**src/rtl/xbus_cycle_ctl.sv**
```systemverilog
module xbus_cycle_ctl #(
  parameter int AW = 24,
  parameter int DW = 8,
  parameter int LW = 4
) (
  input  logic          clk,
  input  logic          rst_n,
  input  logic [LW-1:0] cfg_phase_len,
  input  logic          req_valid,
  input  logic          req_write,
  input  logic          req_io,
  input  logic [AW-1:0] req_addr,
  input  logic [DW-1:0] req_wdata,
  output logic          busy,
  output logic          rsp_done,
  output logic [DW-1:0] rsp_rdata,
  output logic [AW-1:0] bus_addr,
  output logic [DW-1:0] bus_dout,
  output logic          bus_doe,
  input  logic [DW-1:0] bus_din,
  input  logic          bus_ready,
  output logic          bus_ale,
  output logic          bus_cs_n,
  output logic          bus_rd_n,
  output logic          bus_wr_n,
  output logic          bus_mreq_n,
  output logic          bus_iorq_n
);

  localparam logic [LW-1:0] MIN_LEN = LW'(2);

  typedef enum logic [2:0] {P_IDLE, P_T1, P_T2, P_T3, P_TW, P_T4} phase_t;

  phase_t        phase;
  logic [LW-1:0] cnt, len;
  logic [AW-1:0] addr_q;
  logic [DW-1:0] wdata_q;
  logic          wr_q, io_q, wait_q;

  wire [LW-1:0] eff_len = (cfg_phase_len < MIN_LEN) ? MIN_LEN : cfg_phase_len;
  wire          last    = (cnt == len - LW'(1));
  wire          active  = (phase != P_IDLE);
  wire          strobe  = (phase == P_T2) || (phase == P_T3) || (phase == P_TW);
  wire          space   = strobe || (phase == P_T4);

  always_ff @(posedge clk or negedge rst_n) begin
    if (!rst_n) begin
      phase     <= P_IDLE;
      cnt       <= '0;
      len       <= MIN_LEN;
      addr_q    <= '0;
      wdata_q   <= '0;
      wr_q      <= 1'b0;
      io_q      <= 1'b0;
      wait_q    <= 1'b0;
      rsp_done  <= 1'b0;
      rsp_rdata <= '0;
    end else begin
      rsp_done <= 1'b0;
      if (phase == P_IDLE) begin
        if (req_valid) begin
          phase   <= P_T1;
          cnt     <= '0;
          len     <= eff_len;
          addr_q  <= req_addr;
          wdata_q <= req_wdata;
          wr_q    <= req_write;
          io_q    <= req_io;
        end
      end else if (!last) begin
        cnt <= cnt + LW'(1);
      end else begin
        cnt <= '0;
        case (phase)
          P_T1: phase <= P_T2;
          P_T2: begin
            phase  <= P_T3;
            wait_q <= !bus_ready;
          end
          P_T3: begin
            if (wait_q) phase <= P_TW;
            else begin
              phase <= P_T4;
              if (!wr_q) rsp_rdata <= bus_din;
            end
          end
          P_TW: begin
            if (bus_ready) begin
              phase <= P_T4;
              if (!wr_q) rsp_rdata <= bus_din;
            end
          end
          P_T4: begin
            phase    <= P_IDLE;
            rsp_done <= 1'b1;
          end
          default: phase <= P_IDLE;
        endcase
      end
    end
  end

  assign busy       = active;
  assign bus_addr   = addr_q;
  assign bus_dout   = wdata_q;
  assign bus_doe    = active && wr_q;
  assign bus_cs_n   = !active;
  assign bus_ale    = (phase == P_T1) && (cnt < (len >> 1));
  assign bus_rd_n   = !(strobe && !wr_q);
  assign bus_wr_n   = !(strobe && wr_q);
  assign bus_mreq_n = !(space && !io_q);
  assign bus_iorq_n = !(space && io_q);


  ale_in_select_chk: assert property (@(posedge clk) disable iff (!rst_n)
    bus_ale |-> !bus_cs_n);


  doe_in_select_chk: assert property (@(posedge clk) disable iff (!rst_n)
    bus_doe |-> !bus_cs_n);


  rd_wr_excl_chk: assert property (@(posedge clk) disable iff (!rst_n)
    !(!bus_rd_n && !bus_wr_n));


  space_excl_chk: assert property (@(posedge clk) disable iff (!rst_n)
    !(!bus_mreq_n && !bus_iorq_n));


  t3_quiet_chk: assert property (@(posedge clk) disable iff (!rst_n)
    (phase == P_T3 && $past(phase) == P_T3) |->
      $stable({bus_addr, bus_dout, bus_doe, bus_ale, bus_cs_n,
               bus_rd_n, bus_wr_n, bus_mreq_n, bus_iorq_n}));


  done_single_chk: assert property (@(posedge clk) disable iff (!rst_n)
    rsp_done |=> !rsp_done);


  busy_ignore_chk: assert property (@(posedge clk) disable iff (!rst_n)
    (busy && req_valid) |=> $stable(bus_addr));

endmodule

```
**config.mk**
```make
export PLATFORM = sky130hd
export DESIGN_NAME = xbus_cycle_ctl
export DESIGN_NICKNAME = d
export VERILOG_FILES = /design/src/rtl/xbus_cycle_ctl.sv
export SDC_FILE = /design/constraint.sdc
export NUM_CORES = 1
export LEC_CHECK = 0
export ABC_AREA = 0
export ABC_CLOCK_PERIOD_IN_PS = 4100
export BUFFER_PORTS_ARGS = -buffer_cell sky130_fd_sc_hd__buf_4
export CAP_MARGIN = 20
export CORE_AREA = 2 2 74 76
export DETAILED_ROUTE_END_ITERATION = 16
export DIE_AREA = 0 0 76 78
export GPL_TIMING_DRIVEN = 0
export PLACE_DENSITY = 0.82
export SYNTH_ARGS = -nofsm -noshare
export SYNTH_HDL_FRONTEND = slang
export SYNTH_SLANG_ARGS = --single-unit
```
**constraint.sdc**
```tcl
create_clock -name clk -period 4.1 [get_ports clk]
set_input_delay 0.82 -clock clk [delete_from_list [all_inputs] [get_ports clk]]
set_output_delay 0.82 -clock clk [all_outputs]
set_load 0.05 [all_outputs]
```
==> impl_metrics.py, run 1 <==
metrics = {
    "sta": {
        "setup_viol": 0,
        "tightest_slew_ns": 0.671,
        "max_freq_mhz": 378,
        "min_period_ns": 2.64,
        "finClkSkew_ns": 0.00894,
        "fin_hold_ws_ns": 0.515,
        "hold_viol": 0,
        "report.final.slew_viol_count": 0,
        "rsz0062_at_grt": "false",
        "finalSetupTns_ns": 0,
        "layout_worst_path_cycle_share": 0.644,
        "fin_ws_ns": 1.46,
        "relSlewSlack": 0.553,
    },
    "clock_tree": {
        "numClockSinks": 55,
        "htreeDepth": 2,
        "clockBufferDepth": 2,
        "ctsResizeCount": 0,
        "cts_setup_buffers": 0,
        "cts_buffers": 5,
        "root_buffer": "clkbuf_8",
        "clock_latency_ns": 0.30,
        "cts_tree": "done",
        "hold_buffers": 0,
        "clk_pin_slew_ns": 0.10,
    },
    "route": {
        "met2WireLength_um": 2610,
        "met1Wirelength_um": 2320,
        "met3WireLength_um": 288,
        "drt_first_iter_violations": 69,
        "highest_layer": "met4",
        "drt-vias-per-instance": 5.00,
        "wire_per_inst_um": 14.4,
        "firstDrtPassIters": 4,
        "drcViolationCount": 0,
        "ant_nets": 0,
        "vias": 1826,
        "totalWireLength_um": 5270,
    },
    "global_route": {
        "antenna_found_initial": 0,
        "grt-ovfl-total": 0,
        "first_global_vias": 1847,
        "grt_max_degree": 56,
        "grt_usage": 0.179,
        "grt_pass1_wl_um": 8500,
    },
    "synthesis": {
        "syn_inst": 189,
        "synth_top_area_frac": 0.543,
        "synth_top_cell_by_area": "dfrtp_1",
        "synth.area.top_cells": "dfrtp_1 (54%), mux2_2 (15%), mux2_4 (4.8%), o21ai_0 (2.4%), ha_1 (2.0%)",
        "syn-cell-area_um2": 2490,
        "ys_ff_latch": 55,
        "ys.warnings.count": 0,
        "syn_nets": 243,
        "yosysSeqAreaShare": 0.553,
        "avgSynthCellArea_um2": 13.2,
        "synth_cell_types": 42,
    },
    "setup_path": {
        "worstSetupPathType": "flip-flop to output port",
        "cp.arrival_ns": 1.82,
        "startpoint_type": "flip-flop",
        "crit_fanout": 10,
        "reg2reg_slack_ns": 1.59,
        "required_ns": 3.28,
        "end_kind": "output port",
    },
    "final_layout": {
        "antenna_cells": 0,
        "drive_gt1_frac": 0.569,
        "fin_nets": 348,
        "area_growth_pct": 36.7,
    },
    "placed_design": {
        "place_congestion": 0.817,
        "hpwlAfterDp_um": 3940,
        "pre_cts_slack_ns": 1.60,
        "io_buffers": 98,
    },
    "floorplanning": {
        "die_y_um": 78,
        "rows": 26,
        "die_area_um2": 5930,
        "io_pins": 99,
        "start_util": 0.494,
        "chipWidth_um": 76,
        "core_um2": 5040,
    },
    "power_and_ir_drop": {
        "pwr_density_cell_nw_per_um2": 352,
        "ir_drop_mv": 0.238,
        "cellLeakagePower_nw": 1.77,
    },
    "run": {
        "drv_cap": 0,
    },
    "status": {
        "status": "complete, no violations",
    },
    "worst_hold_path": {
        "hold_class": "flip-flop to flip-flop",
    },
}
-- metrics by stage --
stage | instances | cell area [um^2] | power (W) | utilization
after global routing | 365 | 3400 | 0.00125 | 0.675
final | 365 | 3400 | 0.00120 | 0.675
after floorplan | 189 | 2490 | 0.000796 | -
after detailed placement | 357 | 3310 | 0.000912 | 0.657
after global placement | 357 | 3310 | 0.000904 | 0.657
after CTS | 365 | 3400 | 0.00122 | 0.675
-- cells by family (layout without fill, tap and decap cells) --
kind of cell,after synthesis,in the layout,share of synthesized area
flops,55,55,0.553
xor+xnor,6,6,0.0342
simple gates,42,42,0.0930
mux,44,44,0.210
compound gates,22,22,0.0558
buf+inv,16,122,0.0337
fa+ha+maj,4,4,0.0201
-- synth_stat cells --
cell type / number
a211o_2: 1
a21oi_1: 1
a31o_2: 1
a31oi_1: 1
and2_1: 2
and2b_2: 1
and3_1: 1
and4bb_2: 1
buf_2: 4
buf_4: 3
buf_6: 1
clkbuf_1: 2
dfrtp_1: 54
dfstp_2: 1
ha_1: 4
inv_1: 5
inv_2: 1
mux2_2: 34
mux2_4: 8
mux2i_1: 2
nand2_1: 13
nand2b_1: 4
nand3_1: 1
nand3_2: 1
nor2_1: 4
nor2b_1: 2
nor3_1: 5
nor3_2: 1
nor3b_1: 1
nor4_1: 1
o211ai_1: 1
o21a_1: 1
o21ai_0: 12
o221ai_1: 2
o311ai_0: 1
o31ai_1: 1
or2_2: 2
or3_1: 1
or4_1: 1
xnor2_2: 2
xnor3_4: 1
xor2_1: 3
-- layout by cell type (no fill, tap or decap), drive strengths merged, types with 3 or more instances in the layout --
cell type	n
buf	106
clkbuf	8
dfrtp	54
ha	4
inv	6
mux2	42
nand2	13
nand2b	4
nor2	4
nor3	6
o21ai	12
xor2	3
-- critical path, cell delays in order, from the launching register on --
cell and delay, ns:
dfrtp_1 0.37, buf_2 0.17, or3_1 0.37, clkbuf_1 0.22, and2_1 0.21, buf_4 0.18
-- worst paths after layout --
kind	depth (start not counted)	to	start
max	5	bus_doe	phase[2]
min reg2reg	1	bus_addr[17]	bus_addr[17]
max reg2reg	7	rsp_rdata[1]	len[1]
min	1	bus_addr[17]	bus_addr[17]
min in group asynchronous	1	phase[1]	rst_n
max in group asynchronous	1	bus_addr[17]	rst_n
-- state kept, by name, indices dropped and copies added (netlist names) --
register	flops
io_q	1
bus_dout	8
bus_addr	24
len	4
cnt	4
rsp_rdata	8
rsp_done	1
wr_q	1
phase	3
wait_q	1
-- power breakdown --
group | internal, W | switching, W | total [W] | leakage, nW
combinational | 0.000123 | 0.000178 | 0.000301 | 1.01
clock | 0.000123 | 0.000176 | 0.000299 | 0.0454
sequential | 0.000576 | 0.0000205 | 0.000597 | 0.714
total | 0.000823 | 0.000374 | 0.00120 | 1.77
-- metal layers --
metal / GRT usage / vias to the layer above
met1: 0.225 / 880
met4: 0.0491 / 0
met2: 0.318 / 68
met3: 0.0349 / 5
li1: - / 873
met5: 0 / -
-- final cells by class --
| class | count | area, um^2 |
|---|---|---|
| buffer | 10 | 61.3 |
| clock buffer | 6 | 72.6 |
| clock inverter | 2 | 17.5 |
| fill | 409 | 1640 |
| inverter | 6 | 22.5 |
| multi-input combinational | 118 | 1030 |
| sequential | 55 | 1380 |
| tap | 70 | 87.6 |
| timing repair buffer | 98 | 736 |
No activity file was read; power rests on OpenSTA's default activity.
==> run 2: changes to the inputs <==
==> config.mk (replaced) <==
export PLATFORM = sky130hd
export DESIGN_NAME = xbus_cycle_ctl
export DESIGN_NICKNAME = d
export VERILOG_FILES = /design/src/rtl/xbus_cycle_ctl.sv
export SDC_FILE = /design/constraint.sdc
export NUM_CORES = 1
export LEC_CHECK = 0
export ABC_AREA = 1
export ABC_CLOCK_PERIOD_IN_PS = 2300
export BUFFER_PORTS_ARGS = -buffer_cell sky130_fd_sc_hd__buf_4
export CAP_MARGIN = 20
export CORE_AREA = 2 2 79 81
export DETAILED_ROUTE_END_ITERATION = 16
export DIE_AREA = 0 0 81 83
export GPL_TIMING_DRIVEN = 0
export PLACE_DENSITY = 0.77
export SYNTH_ARGS = -nofsm -noshare
export SYNTH_HDL_FRONTEND = slang
export SYNTH_SLANG_ARGS = --single-unit
==> constraint.sdc (replaced) <==
create_clock -name clk -period 2.3 [get_ports clk]
set_input_delay 0.46 -clock clk [delete_from_list [all_inputs] [get_ports clk]]
set_output_delay 0.46 -clock clk [all_outputs]
set_load 0.05 [all_outputs]
==> run 2 against run 1 <==
Against the previous run:
- routed wire length up 5.3%
- area after synthesis up 1.6%
- via count up 20%
- final cell count grew 30%
- synthesized cell count grew 56%
- combinational power rose to 12 times the previous value
- sequential share of layout area down 0.91 points
- power grew to 5.1 times the previous value
==> impl_metrics.py, run 2 <==
metrics = {
    "clock_tree": {
        "root_buffer": "clkbuf_8",
        "clk_pin_slew_ns": 0.10,
        "numClockSinks": 55,
        "cts_tree": "done",
        "clock_latency_ns": 0.30,
        "clockBufferDepth": 2,
        "hold_buffers": 0,
        "cts_buffers": 5,
        "htreeDepth": 2,
    },
    "route": {
        "wire_per_inst_um": 11.7,
        "firstDrtPassIters": 4,
        "vias": 2186,
        "totalWireLength_um": 5550,
        "drt_first_iter_violations": 93,
        "drcViolationCount": 0,
        "ant_nets": 0,
        "drt-vias-per-instance": 4.59,
    },
    "setup_path": {
        "crit_buf_inv": 1,
        "r2r_start": "len[1]",
        "cp.arrival_ns": 1.71,
        "crit_path_start": "cnt[1]",
        "worstSetupPathType": "flip-flop to output port",
        "required_ns": 1.84,
        "startpoint_type": "flip-flop",
        "path_cells": "ha_1, o21a_1, o21a_1, nor4_2, buf_4",
        "crit_fanout": 5,
        "end_kind": "output port",
        "max_stage_delay_ns": 0.46,
        "cp_slowest_cell": "dfrtp_2",
        "critical_path.top_delay_family": "flip-flops",
        "crit_path_frequent_cell": "o21a_1",
    },
    "global_route": {
        "first_global_vias": 2274,
        "grt_pass1_wl_um": 9680,
        "grt_max_degree": 56,
        "antenna_found_initial": 0,
        "grt-ovfl-total": 0,
        "grt_usage": 0.179,
    },
    "sta": {
        "finClkSkew_ns": 0.00279,
        "report.final.slew_viol_count": 0,
        "min_period_ns": 2.17,
        "layout_worst_path_cycle_share": 0.942,
        "hold_viol": 0,
        "max_freq_mhz": 462,
        "finalSetupTns_ns": 0,
        "tightest_slew_ns": 0.683,
        "rsz0062_at_grt": "false",
        "relSlewSlack": 0.545,
        "setup_viol": 0,
    },
    "floorplanning": {
        "die_area_um2": 6720,
        "rows": 28,
        "start_util": 0.435,
        "io_pins": 99,
        "die_y_um": 83,
        "chipWidth_um": 81,
        "core_um2": 5820,
    },
    "final_layout": {
        "fill_cells": 559,
        "largest_reg_flops": 24,
        "area_growth_pct": 37.7,
        "mostFrequentLayoutCells": "nand2_1 (138), buf_4 (98), dfrtp_1 (53)",
        "fin_nets": 454,
        "mostFrequentLayoutCell": "nand2_1",
        "antenna_cells": 0,
        "drive_gt1_frac": 0.369,
        "fin_area_um2": 3480,
        "instances_no_fill": 476,
    },
    "synthesis": {
        "syn-cell-area_um2": 2530,
        "ys_top_cells_by_count": "nand2_1 (138), dfrtp_1 (54), inv_1 (21)",
        "synth.most_common_cell": "nand2_1",
        "synthFlopType": "dfrtp_1",
        "synth_cell_types": 27,
        "ys.warnings.count": 0,
        "synth.area.top_cells": "dfrtp_1 (53%), nand2_1 (20%), inv_1 (3.1%), o21ai_2 (2.8%), nand2_2 (2.2%)",
        "ys_ff_latch": 55,
        "syn_nets": 349,
        "synth_top_cell_by_area": "dfrtp_1",
        "synth_top_area_frac": 0.534,
        "synthArstFlopShare": 1.00,
        "yosysSeqAreaShare": 0.545,
        "syn_inst": 295,
        "synth-edff-count": 0,
        "avgSynthCellArea_um2": 8.58,
    },
    "placed_design": {
        "hpwlAfterDp_um": 4250,
        "placedInstanceArea_um2": 3370,
        "place_congestion": 0.802,
        "place_inst": 468,
        "io_buffers": 98,
    },
    "power_and_ir_drop": {
        "pwr_density_cell_nw_per_um2": 1760,
        "cellLeakagePower_nw": 1.93,
        "ir_drop_mv": 0.859,
    },
    "worst_hold_path": {
        "hold_class": "input pin to async pin",
    },
    "run": {
        "drv_cap": 0,
    },
    "status": {
        "status": "complete, no violations",
    },
}
==> run 2: cell count changes after synthesis, sizes merged, moves of 4 or more <==
cell,before,now
inv,6,27
mux2,42,0
nand2,13,148
nand2b,4,0
nand3,2,12
nor2,4,10
nor3,6,2
o21ai,12,16
==> run 2: cells by family after synthesis <==
group | share of synthesized area
AOI/OAI and AO/OA | 0.0574
xor gates and xnor gates | 0.0139
adders and majority gates | 0.0198
buffers and inverters | 0.0584
DFF | 0.545
and+or+nand+nor | 0.306
==> run 2: path summary, 6_finish.rpt <==
| kind | slack [ns] | endpoint | cells after the start |
|---|---|---|---|
| min | 0.19 | bus_dout[2] | 1 |
| min in group clk | 0.35 | bus_addr[14] | 3 |
| min reg2reg | 0.48 | bus_addr[11] | 2 |
| max | 0.13 | bus_ale | 5 |
| max in group asynchronous | 1.63 | cnt[1] | 1 |
| max reg2reg | 0.49 | phase[1] | 9 |
==> run 2: metal layers <==
layer	global-route usage	routed length, um
met5	0	0
met4	0.0570	76
met3	0.0478	399
met2	0.304	2670
met1	0.217	2400
==> run 2: repair_timing <==
item | in CTS | in global routing
gates resized for setup | 0 | 1
endpoints found under the setup margin | 0 | 1
buffers inserted | 0 | 0
==> run 2: layout make-up <==
| type | instances | area, um^2 | share of cell area |
|---|---|---|---|
| flip-flops and latches | 55 | 1380 | 0.396 |
| clock inverters | 2 | 35.0 | 0.0101 |
| well taps | 75 | 93.8 | 0.0269 |
| clock buffers | 6 | 82.6 | 0.0237 |
| repair buffers | 98 | 736 | 0.211 |
| inverters | 27 | 101 | 0.0291 |
| multi-input cells | 205 | 1010 | 0.290 |
| plain buffers | 8 | 46.3 | 0.0133 |
==> run 2: through the flow <==
| step | utilization | total power (W) | setup WS, ns | hold slack, ns |
|---|---|---|---|---|
| after global placement | 0.579 | 0.00543 | 0.415 | 0.455 |
| after detailed placement | 0.579 | 0.00551 | 0.444 | 0.460 |
| after CTS | 0.599 | 0.00618 | 0.0948 | 0.212 |
| after global routing | 0.599 | 0.00653 | 0.0186 | 0.243 |
| after floorplan | - | 0.00442 | 0.0239 | 0.164 |
| final | 0.599 | 0.00612 | 0.134 | 0.188 |
==> run 2: report_power, final <==
part,switching [W],internal [W]
Clock,0.000309,0.000353
Combinational,0.00258,0.00112
Sequential,0.000333,0.00143
Total,0.00322,0.00290
==> run 3: changes to the inputs <==
--- a/config.mk
+++ b/config.mk
@@ -9,11 +9,12 @@
 export ABC_CLOCK_PERIOD_IN_PS = 2300
 export BUFFER_PORTS_ARGS = -buffer_cell sky130_fd_sc_hd__buf_4
 export CAP_MARGIN = 20
-export CORE_AREA = 2 2 79 81
+export CORE_AREA = 2 2 87 73
+export CTS_BUF_LIST = sky130_fd_sc_hd__clkbuf_4 sky130_fd_sc_hd__clkbuf_8
 export DETAILED_ROUTE_END_ITERATION = 16
-export DIE_AREA = 0 0 81 83
+export DIE_AREA = 0 0 89 75
 export GPL_TIMING_DRIVEN = 0
-export PLACE_DENSITY = 0.77
+export PLACE_DENSITY = 0.78
 export SYNTH_ARGS = -nofsm -noshare
 export SYNTH_HDL_FRONTEND = slang
 export SYNTH_SLANG_ARGS = --single-unit
==> run 3 against run 2 <==
Against the previous run:
- flip-flop and latch count stayed put
- utilization grew 0.84 points
- critical path type unchanged
- count of clock-buffer cells in the layout unchanged
- largest cell class unchanged
- critical endpoint unchanged
- combinational power is 2% higher
- final area increased by 0.36%
- via count increased by 1.1%
==> impl_metrics.py, run 3 (synthesized netlist as in run 2, its figures left out) <==
metrics = {
    "power_and_ir_drop": {
        "cellLeakagePower_nw": 1.93,
        "p_switching_w": 0.00329,
        "p_comb_frac": 0.615,
        "internal_power_w": 0.00282,
        "seqPwrFrac": 0.288,
        "power_frac_clock": 0.097,
        "ir_drop_mv": 0.948,
        "p_total_w": 0.00611,
        "swShare": 0.538,
        "pwr_density_cell_nw_per_um2": 1750,
    },
    "status": {
        "status": "complete, no violations",
    },
    "setup_path": {
        "cp.arrival_ns": 1.71,
        "end_kind": "output port",
        "cp_slowest_cell": "dfrtp_1",
        "startpoint_type": "flip-flop",
        "max_stage_delay_ns": 0.41,
        "worstSetupPathType": "flip-flop to output port",
        "critical_path.top_delay_family": "flip-flops",
        "crit_buf_inv": 2,
        "required_ns": 1.84,
        "crit_fanout": 4,
        "crit_path_frequent_cell": "o21a_1",
        "path_cells": "inv_2, ha_4, o21a_1, o21a_1, nor4_2, buf_4",
    },
    "worst_hold_path": {
        "hold_class": "input pin to async pin",
    },
    "route": {
        "totalWireLength_um": 5780,
        "drt_first_iter_violations": 130,
        "vias": 2211,
        "firstDrtPassIters": 4,
        "ant_nets": 0,
        "drcViolationCount": 0,
        "drt-vias-per-instance": 4.58,
        "wire_per_inst_um": 12.0,
    },
    "final_layout": {
        "fill_cells": 530,
        "area_growth_pct": 38.2,
        "multi_input_area_um2": 1020,
        "fin_nets": 455,
        "mostFrequentLayoutCells": "nand2_1 (138), buf_4 (99), dfrtp_1 (53)",
        "regArea_um2": 1380,
        "largest_reg_flops": 24,
        "utilization": 0.608,
        "drive_gt1_frac": 0.373,
        "mostFrequentLayoutCell": "nand2_1",
        "antenna_cells": 0,
    },
    "sta": {
        "setup_viol": 0,
        "tightest_slew_ns": 0.683,
        "hold_viol": 0,
        "layout_worst_path_cycle_share": 0.942,
        "max_freq_mhz": 462,
        "finClkSkew_ns": 0.00774,
        "rsz0062_at_grt": "false",
        "relSlewSlack": 0.545,
        "fin_ws_ns": 0.133,
        "finalSetupTns_ns": 0,
        "fin_hold_ws_ns": 0.171,
        "min_period_ns": 2.17,
        "report.final.slew_viol_count": 0,
    },
    "floorplanning": {
        "start_util": 0.440,
        "rows": 25,
        "die_y_um": 75,
        "io_pins": 99,
        "core_um2": 5760,
        "chipWidth_um": 89,
        "die_area_um2": 6680,
    },
    "clock_tree": {
        "numClockSinks": 55,
        "cts_tree": "done",
        "htreeDepth": 2,
        "cts_buffers": 5,
        "clockBufferDepth": 2,
        "root_buffer": "clkbuf_8",
        "clk_pin_slew_ns": 0.10,
        "clock_latency_ns": 0.32,
    },
    "run": {
        "drv_cap": 0,
    },
    "global_route": {
        "grt_max_degree": 56,
        "grt-ovfl-total": 0,
        "antenna_found_initial": 0,
        "first_global_vias": 2147,
        "grt_usage": 0.182,
        "grt_pass1_wl_um": 9420,
    },
    "placed_design": {
        "io_buffers": 98,
        "pre_cts_slack_ns": 0.416,
        "hpwlAfterDp_um": 4380,
        "place_congestion": 0.871,
    },
}
[run 3: final cells by class]
cell class                      instances  share of cell area
Clock buffer                            6              0.0236
Multi-Input combinational cell        205               0.293
Timing Repair Buffer                   99               0.213
Inverter                               27              0.0290
Sequential cell                        55               0.394
Tap cell                               81              0.0290
Clock inverter                          2             0.00572
Buffer                                  8              0.0132
[run 3: per-stage QoR]
stage | std cells | area, um^2
6_report | 483 | 3500
3_5_place_dp | 474 | 3370
4_1_cts | 482 | 3480
5_1_grt | 483 | 3500
2_1_floorplan | 295 | 2540
3_3_place_gp | 474 | 3370
[run 3: path summary, 6_finish.rpt]
| check | cells past startpoint | start | slack [ns] | end |
|---|---|---|---|---|
| setup / recovery | 6 | len[2] | 0.13 | bus_ale |
| hold / removal | 1 | rst_n | 0.17 | bus_dout[0] |
| setup reg to reg | 9 | len[1] | 0.49 | phase[0] |
| hold reg to reg | 2 | bus_dout[1] | 0.48 | bus_dout[1] |
| max in group asynchronous | 1 | rst_n | 1.64 | cnt[1] |
| min in group clk | 3 | req_addr[3] | 0.33 | bus_addr[3] |
[run 3: power groups by stage]
stage          logic (W)  registers (W)  clock network [W]
6_report         0.00376        0.00176           0.000591
4_1_cts          0.00377        0.00175           0.000616
3_5_place_dp     0.00376        0.00177                  0
2_1_floorplan    0.00151        0.00291                  0
3_3_place_gp     0.00367        0.00175                  0
5_1_grt          0.00405        0.00182           0.000647
[run 3: repair_timing]
action / in CTS / in global routing
setup endpoints to repair: 0 / 1
setup buffers: 0 / 1
resized for setup: 0 / 2
hold buffers: 0 / 0
[run 3: per-layer routing]
layer / vias to the layer above / global-route usage / share of wire
li1: 1123 / - / -
met3: 7 / 0.0680 / 0.087
met5: - / 0 / 0
met4: 0 / 0.0597 / 0.012
met2: 65 / 0.303 / 0.48
met1: 1016 / 0.221 / 0.42
